### src/rtl/dp_alu_pkg.sv
package dp_alu_pkg;

  typedef enum logic [3:0] {
    OP_AND = 4'b0000, OP_EOR = 4'b0001, OP_SUB = 4'b0010, OP_RSB = 4'b0011,
    OP_ADD = 4'b0100, OP_ADC = 4'b0101, OP_SBC = 4'b0110, OP_RSC = 4'b0111,
    OP_TST = 4'b1000, OP_TEQ = 4'b1001, OP_CMP = 4'b1010, OP_CMN = 4'b1011,
    OP_ORR = 4'b1100, OP_MOV = 4'b1101, OP_BIC = 4'b1110, OP_MVN = 4'b1111
  } alu_op_e;

  typedef struct packed {
    logic n;
    logic z;
    logic c;
    logic v;
  } nzcv_t;

  // Opcodes 0010..0111 and 1010..1011 use the adder
  function automatic logic uses_adder(alu_op_e op);
    return (op[3:2] == 2'b01) || (op[3:1] == 3'b001) || (op[3:1] == 3'b101);
  endfunction

  function automatic logic is_test(alu_op_e op);
    return op[3:2] == 2'b10;
  endfunction

endpackage

### src/rtl/dp_alu_arith.sv
module dp_alu_arith
  import dp_alu_pkg::*;
#(
  parameter int WIDTH = 32
) (
  input  alu_op_e          op,
  input  logic [WIDTH-1:0] a,
  input  logic [WIDTH-1:0] b,
  input  logic             carry_in,
  output logic [WIDTH-1:0] sum,
  output logic             carry_out,
  output logic             overflow
);

  localparam int MSB = WIDTH - 1;

  logic             swap_ops;
  logic             negate;
  logic             cin_sel;
  logic [WIDTH-1:0] x_opd;
  logic [WIDTH-1:0] y_raw;
  logic [WIDTH-1:0] y_opd;
  logic [WIDTH:0]   wide_sum;

  always_comb begin
    swap_ops = (op == OP_RSB) || (op == OP_RSC);
    negate   = (op == OP_SUB) || (op == OP_SBC) || (op == OP_CMP) || swap_ops;
    unique case (op)
      OP_ADC, OP_SBC, OP_RSC: cin_sel = carry_in;
      OP_SUB, OP_RSB, OP_CMP: cin_sel = 1'b1;
      default:                cin_sel = 1'b0;
    endcase
  end

  assign x_opd    = swap_ops ? b : a;
  assign y_raw    = swap_ops ? a : b;
  assign y_opd    = negate ? ~y_raw : y_raw;
  assign wide_sum = {1'b0, x_opd} + {1'b0, y_opd} + {{WIDTH{1'b0}}, cin_sel};

  assign sum       = wide_sum[MSB:0];
  assign carry_out = wide_sum[WIDTH];
  assign overflow  = (x_opd[MSB] == y_opd[MSB]) && (sum[MSB] != x_opd[MSB]);

endmodule

### src/rtl/dp_alu_logic.sv
module dp_alu_logic
  import dp_alu_pkg::*;
#(
  parameter int WIDTH = 32
) (
  input  alu_op_e          op,
  input  logic [WIDTH-1:0] a,
  input  logic [WIDTH-1:0] b,
  output logic [WIDTH-1:0] value
);

  always_comb begin
    unique case (op)
      OP_AND, OP_TST: value = a & b;
      OP_EOR, OP_TEQ: value = a ^ b;
      OP_ORR:         value = a | b;
      OP_BIC:         value = a & ~b;
      OP_MOV:         value = b;
      OP_MVN:         value = ~b;
      default:        value = '0;
    endcase
  end

endmodule

### src/rtl/dp_alu.sv
module dp_alu
  import dp_alu_pkg::*;
#(
  parameter int WIDTH = 32
) (
  input  logic             clk,
  input  logic             rst_n,
  input  logic             in_valid,
  output logic             in_ready,
  input  logic [3:0]       in_opcode,
  input  logic [WIDTH-1:0] in_op_a,
  input  logic [WIDTH-1:0] in_op_b,
  input  logic             in_shift_c,
  input  logic [3:0]       in_flags,
  output logic             out_valid,
  input  logic             out_ready,
  output logic [WIDTH-1:0] out_result,
  output logic [3:0]       out_flags,
  output logic             out_wr_en
);

  localparam int MSB = WIDTH - 1;

  alu_op_e          op;
  nzcv_t            cur;
  nzcv_t            nxt;
  logic [WIDTH-1:0] arith_val;
  logic [WIDTH-1:0] logic_val;
  logic [WIDTH-1:0] value;
  logic             arith_c;
  logic             arith_v;
  logic             take;

  assign op  = alu_op_e'(in_opcode);
  assign cur = nzcv_t'(in_flags);

  dp_alu_arith #(.WIDTH(WIDTH)) u_arith (
    .op        (op),
    .a         (in_op_a),
    .b         (in_op_b),
    .carry_in  (cur.c),
    .sum       (arith_val),
    .carry_out (arith_c),
    .overflow  (arith_v)
  );

  dp_alu_logic #(.WIDTH(WIDTH)) u_logic (
    .op    (op),
    .a     (in_op_a),
    .b     (in_op_b),
    .value (logic_val)
  );

  always_comb begin
    value = uses_adder(op) ? arith_val : logic_val;
    nxt.n = value[MSB];
    nxt.z = (value == '0);
    nxt.c = uses_adder(op) ? arith_c : in_shift_c;
    nxt.v = uses_adder(op) ? arith_v : cur.v;
  end

  assign in_ready = !out_valid || out_ready;
  assign take     = in_valid && in_ready;

  always_ff @(posedge clk) begin
    if (!rst_n) begin
      out_valid <= 1'b0;
    end else if (in_ready) begin
      out_valid <= in_valid;
    end
  end

  always_ff @(posedge clk) begin
    if (take) begin
      out_result <= value;
      out_flags  <= nxt;
      out_wr_en  <= !is_test(op);
    end
  end

endmodule

### config.mk
export PLATFORM = sky130hd
export DESIGN_NAME = dp_alu
export DESIGN_NICKNAME = d
export VERILOG_FILES = /design/src/rtl/dp_alu_pkg.sv /design/src/rtl/dp_alu_arith.sv /design/src/rtl/dp_alu_logic.sv /design/src/rtl/dp_alu.sv
export SDC_FILE = /design/constraint.sdc
export NUM_CORES = 1
export LEC_CHECK = 0
export ABC_AREA = 1
export BUFFER_PORTS_ARGS = -buffer_cell sky130_fd_sc_hd__buf_2
export CORE_MARGIN = 4
export CORE_UTILIZATION = 40
export CTS_CLUSTER_SIZE = 10
export DETAILED_ROUTE_END_ITERATION = 6
export SLEW_MARGIN = 10
export SYNTH_ARGS = -nofsm -noshare
export SYNTH_HDL_FRONTEND = slang
export SYNTH_SLANG_ARGS = --single-unit
### constraint.sdc
create_clock -name clk -period 4.6 [get_ports clk]
set_input_delay 0.23 -clock clk [delete_from_list [all_inputs] [get_ports clk]]
set_output_delay 0.23 -clock clk [all_outputs]
set_load 0.01 [all_outputs]
[Word level (Yosys, flattened, before mapping)]
Cells that the tools add are included.
Storage, ports and cells
  output and inout port bits: 39
  flip-flop bits (word level): 38
  word-level logic and storage cells: 56
Cells by class
  bitwise operators: 6
  eq/ne operators: 19
  add/sub/neg operators: 2
  multiplexer cells: 8
  reductions and logical operators: 17
Operators by type and width (number)
  one-hot mux 32 bit (6 select lines): 1
  2-to-1 mux 32 bit: 4
  AND 32 bit: 2
  NOT 32 bit: 2
  adder 32 x 32 -> 33 bit: 1
  adder 33 x 1 -> 33 bit: 1
  zero test 32 bit: 1
  bitwise OR 32 bit: 1
  XOR 32 bit: 1
  == test 4 bit (second input constant): 7
  == test 4 x 3 -> 1 bit (second input constant): 3
  == test 4 x 2 -> 1 bit (second input constant): 2
  logical OR 1 bit: 7
  OR reduction 3 bit: 2
  == test 4 x 1 -> 1 bit (second input constant): 1
  zero test 4 bit: 1
  OR reduction 2 bit: 2
  == test 3 x 1 -> 1 bit (second input constant): 1
  == test 3 bit (second input constant): 1
  == test 2 x 1 -> 1 bit (second input constant): 1
  == test 2 bit (second input constant): 1
  logical AND 1 bit: 2
  zero test 1 bit: 2
  2-to-1 mux 1 bit: 2
  3 further kinds: 3

[Logic depth before layout (Yosys ltp)]
  word-level depth: 10
  gate-level depth with buffers: 25

[Cells and area by module]
Synthesis repeated with hierarchy kept, for this count alone.
Second synthesis, totals
  cell total of the unflattened synthesis: 1404
  area total of the unflattened synthesis: 7763.7 µm²
By module, submodules not included
  dp_alu_arith: cells an instance 648, area an instance 3310.7 µm², seq. area each 0.0 µm², times used 1
  dp_alu_logic: cells an instance 565, area an instance 2677.6 µm², seq. area each 0.0 µm², times used 1
  dp_alu: cells an instance 191, area an instance 1775.5 µm², seq. area each 1101.1 µm², times used 1

[Worst setup path after synthesis]
No wires, ideal clock.
  path kind: input-to-reg
  start: in in_opcode[0]
  end: reg out_flags[2] (data pin)
  setup time: 138 ps
  data arrival time: 3433 ps
  path slack: 1029 ps
  stages on the path: 21
  required time: 4462 ps
  path through: buf_2 > nand2_1 > nor2_1 > clkbuf_1 > clkbuf_1 > o21ai_0 > fa_1 > fa_1 > inv_1 > nand3_1 > nand2_1 > nand3_1 > nand3_1 > nand2_1 > a21oi_1 > nor2_1 > nor2_1 > nand2_1 > nor2_1 > nand2_1 > nor2_1
RTL lines
  start: declaration: line dp_alu.sv:10  | input logic [3:0] in_opcode,
  end signal: assignment: line dp_alu.sv:76  | out_flags <= nxt;
  end: declaration: line dp_alu.sv:18  | output logic [3:0] out_flags,

==> key figures <==
Routing
  • Router iterations before antenna repair: 5
  • Vias post-DR: ~7900
  • Initial DRC count: about 630
  • Via density: between 4 and 5
  • DRC: 0
  • Final ANT Viol Nets: 0
  • Final WL: between 20000 and 25000 microns
  • WL/cell: 15.2 microns

Pwr
  • Pwr Density: approximately 270 nW/um^2
  • Peak VDD IR: 140 uV
  • Leakage: between 4 and 5 nW
  • Tot Pwr: 2.14 mW

Die
  • Die width: around 140 microns
  • Floorplan row count: 48
  • Die span in y: between 100 and 150 microns
  • Die ar.: about 20000 sq um
  • I/O pin cnt: between 100 and 150
  • Core region area: approximately 17000 sq um
  • Initial core utilization: 0.409

Final layout
  • Share of cells above drive strength 1: 0.106
  • NumNets Final: about 1500
  • Diodes inserted: 0
  • Layout Cell Area excl Fill: between 8000 and 9000 sq um
  • Layout area overhead: 13.7%
  • Layout fillers: just under 2000

CTS
  • Num CTS Buffers: 5
  • CTS tree: done
  • H-tree depth: 2
  • Cts repair resizes: 0
  • Worst skew pair latency: slightly above 300 ps
  • CTS Hold Buffers Added: 0
  • Clk sink count: 37
  • Setup bufs post-CTS: 0
  • Maximum buffer depth of the clock tree: 2
  • Clock-pin slew on the worst setup and hold paths: 60 ps
  • CTS root buf: clkbuf_16

Flow run
  • Maxcap violations: 0

Yosys
  • Synthesized flop and latch total: 37
  • Synth top area share: 0.240
  • Synth area leaders: nand2_1, edfxtp_1, inv_1
  • Post-synth top cells: nand2_1, inv_1, o21ai_0
  • Post-Synthesis Cells: between 1000 and 1500
  • Unique cell type count in the Yosys netlist: 36
  • Synth Cell Area: roughly 7000 sq um
  • Sequential fraction of the synthesis area: 0.155
  • Post-synth EDFFs: 36
  • Syn nets: roughly 1400
  • Mean Syn Cell Area: between 5 and 6 sq um
  • Ys flop type: edfxtp_1
  • Top-count cell post-synth: nand2_1
  • Ys async rst share: 0
  • Post-synth top area cell: nand2_1
  • Synth warn: 0

Timing
  • Fin crit period: 3610 ps
  • Max Clock Freq: around 0.28 GHz
  • Sum Neg Setup Slack: 0 ps
  • Hold Vio Cnt, Final: 0
  • Final Skew: around 15 ps
  • Setup-failing EPs final: 0
  • Final period util: 0.784
  • Measured slew at the worst slew-check pin: approximately 800 ps
  • Slew margin rel.: 0.453
  • Fin Hold WS: about 190 ps
  • Max-slew violation total from the final report: 0
  • RSZ-0062 raised after global routing: no

Worst hold path
  • Worst min-delay path category: in2reg
  • Worst hold start: rst_n

Critical path
  • Worst Path Arrival: 3770 ps
  • Critical path class: in2reg
  • Startpoint class of the critical path: input pin
  • Critical Path Fanout Max: 34
  • Crit path launch: in_opcode[0]
  • CP required: around 4800 ps
  • RR Startpoint: out_valid
  • Critical Path Sink Type: flop

Global routing
  • GR Overflow Total: 0
  • First-pass GRT wire length: between 30000 and 40000 microns
  • GR Util All Layers: 0.241
  • Vias in the first global route: between 7000 and 8000
  • Initial antenna violation count: 0
  • Largest net degree at the start of global routing: just over 90

Placed design
  • Port Buf Inserts: between 100 and 150
  • DPL Wire Length: 19300 microns
  • GP Congestion: 0.960
  • Placed Area: 7880 sq um

Status
  • Status: completed
metrics by stage:
stage / utilization / cells / setup WS [ps]
2_1_floorplan: - / 1271 / 1030
3_3_place_gp: 0.454 / 1580 / 722
3_5_place_dp: 0.454 / 1580 / 705
4_1_cts: 0.465 / 1588 / 996
5_1_grt: 0.465 / 1588 / 553
6_report: 0.465 / 1588 / 991
placed cells by master (no fill, tap or decap), drive strengths merged:
cell type and n:
inv 229, a21oi 41, nand2 458, nand3 78, nand3b 6, o21bai 1, a41oi 1, o31ai 3
ha 63, a221oi 1, nor3 18, a21boi 1, a31oi 1, dfxtp 1, nor4 1, and2 3
xor2 48, nand4 20, o21a 1, a21o 1, edfxtp 36, o21ai 104, nor2 102, bufinv 2
o2111ai 8, fa 2, clkbuf 5, a211oi 6, buf 122
layer usage:
metal | wire, microns | part of all wire | up-vias | track usage
li1 | - | - | 4185 | -
met1 | 12300 | 0.51 | 3487 | 0.372
met2 | 9780 | 0.41 | 239 | 0.356
met3 | 1650 | 0.068 | 20 | 0.0332
met4 | 337 | 0.014 | 0 | 0.0459
met5 | 0 | 0 | - | 0
report_power, final:
| part | internal [mW] | switching [mW] |
|---|---|---|
| combinational | 0.402 | 0.806 |
| clock | 0.313 | 0.169 |
| sequential | 0.439 | 0.00916 |
worst max-delay path, stage by stage:
cell	delay, ps
buf_2	240
nand2_1	150
nor2_4	160
buf_4	310
o21ai_0	160
fa_1	460
fa_1	480
inv_1	170
nand2_1	70
nand2_1	60
nand3_1	100
nand2_1	150
nand2_1	60
nand3_1	70
nand2_1	90
nor2_1	90
nand2_1	50
nor2_1	200
nand3_1	140
nor2_1	150
nand2_1	60
nor2_1	90
final timing paths:
check	endpoint	slack, ps	cells past startpoint
setup / recovery	out_flags[2]	990	22
hold / removal	out_valid	190	2
setup reg to reg	out_result[24]	3290	2
hold reg to reg	out_valid	560	2
area by class of cell:
class | instances | area (sq um) | share of cell area
clock buffers | 5 | 125 | 0.0155
clock inverters | 3 | 68.8 | 0.00853
inverters | 228 | 856 | 0.106
multi-input cells | 968 | 4990 | 0.619
flip-flops and latches | 37 | 1100 | 0.136
well taps | 225 | 282 | 0.0349
repair buffers | 122 | 646 | 0.0800
sequential cells by signal, summed over array words and instances (netlist names):
| signal | cells |
|---|---|
| out_wr_en | 1 |
| out_valid | 1 |
| out_result | 32 |
| out_flags | 3 |
cell families (layout without fill, tap and decap cells):
family,Yosys count,count (layout),synth area share
AND/OR/NAND/NOR,686,686,0.394
flip-flops,37,37,0.155
buffers and inverters,266,358,0.146
XOR/XNOR,48,48,0.0592
adder cells (fa/ha/maj),65,65,0.117
AO/OA/AOI/OAI,169,169,0.130
No activity file was read; power rests on OpenSTA's default activity.
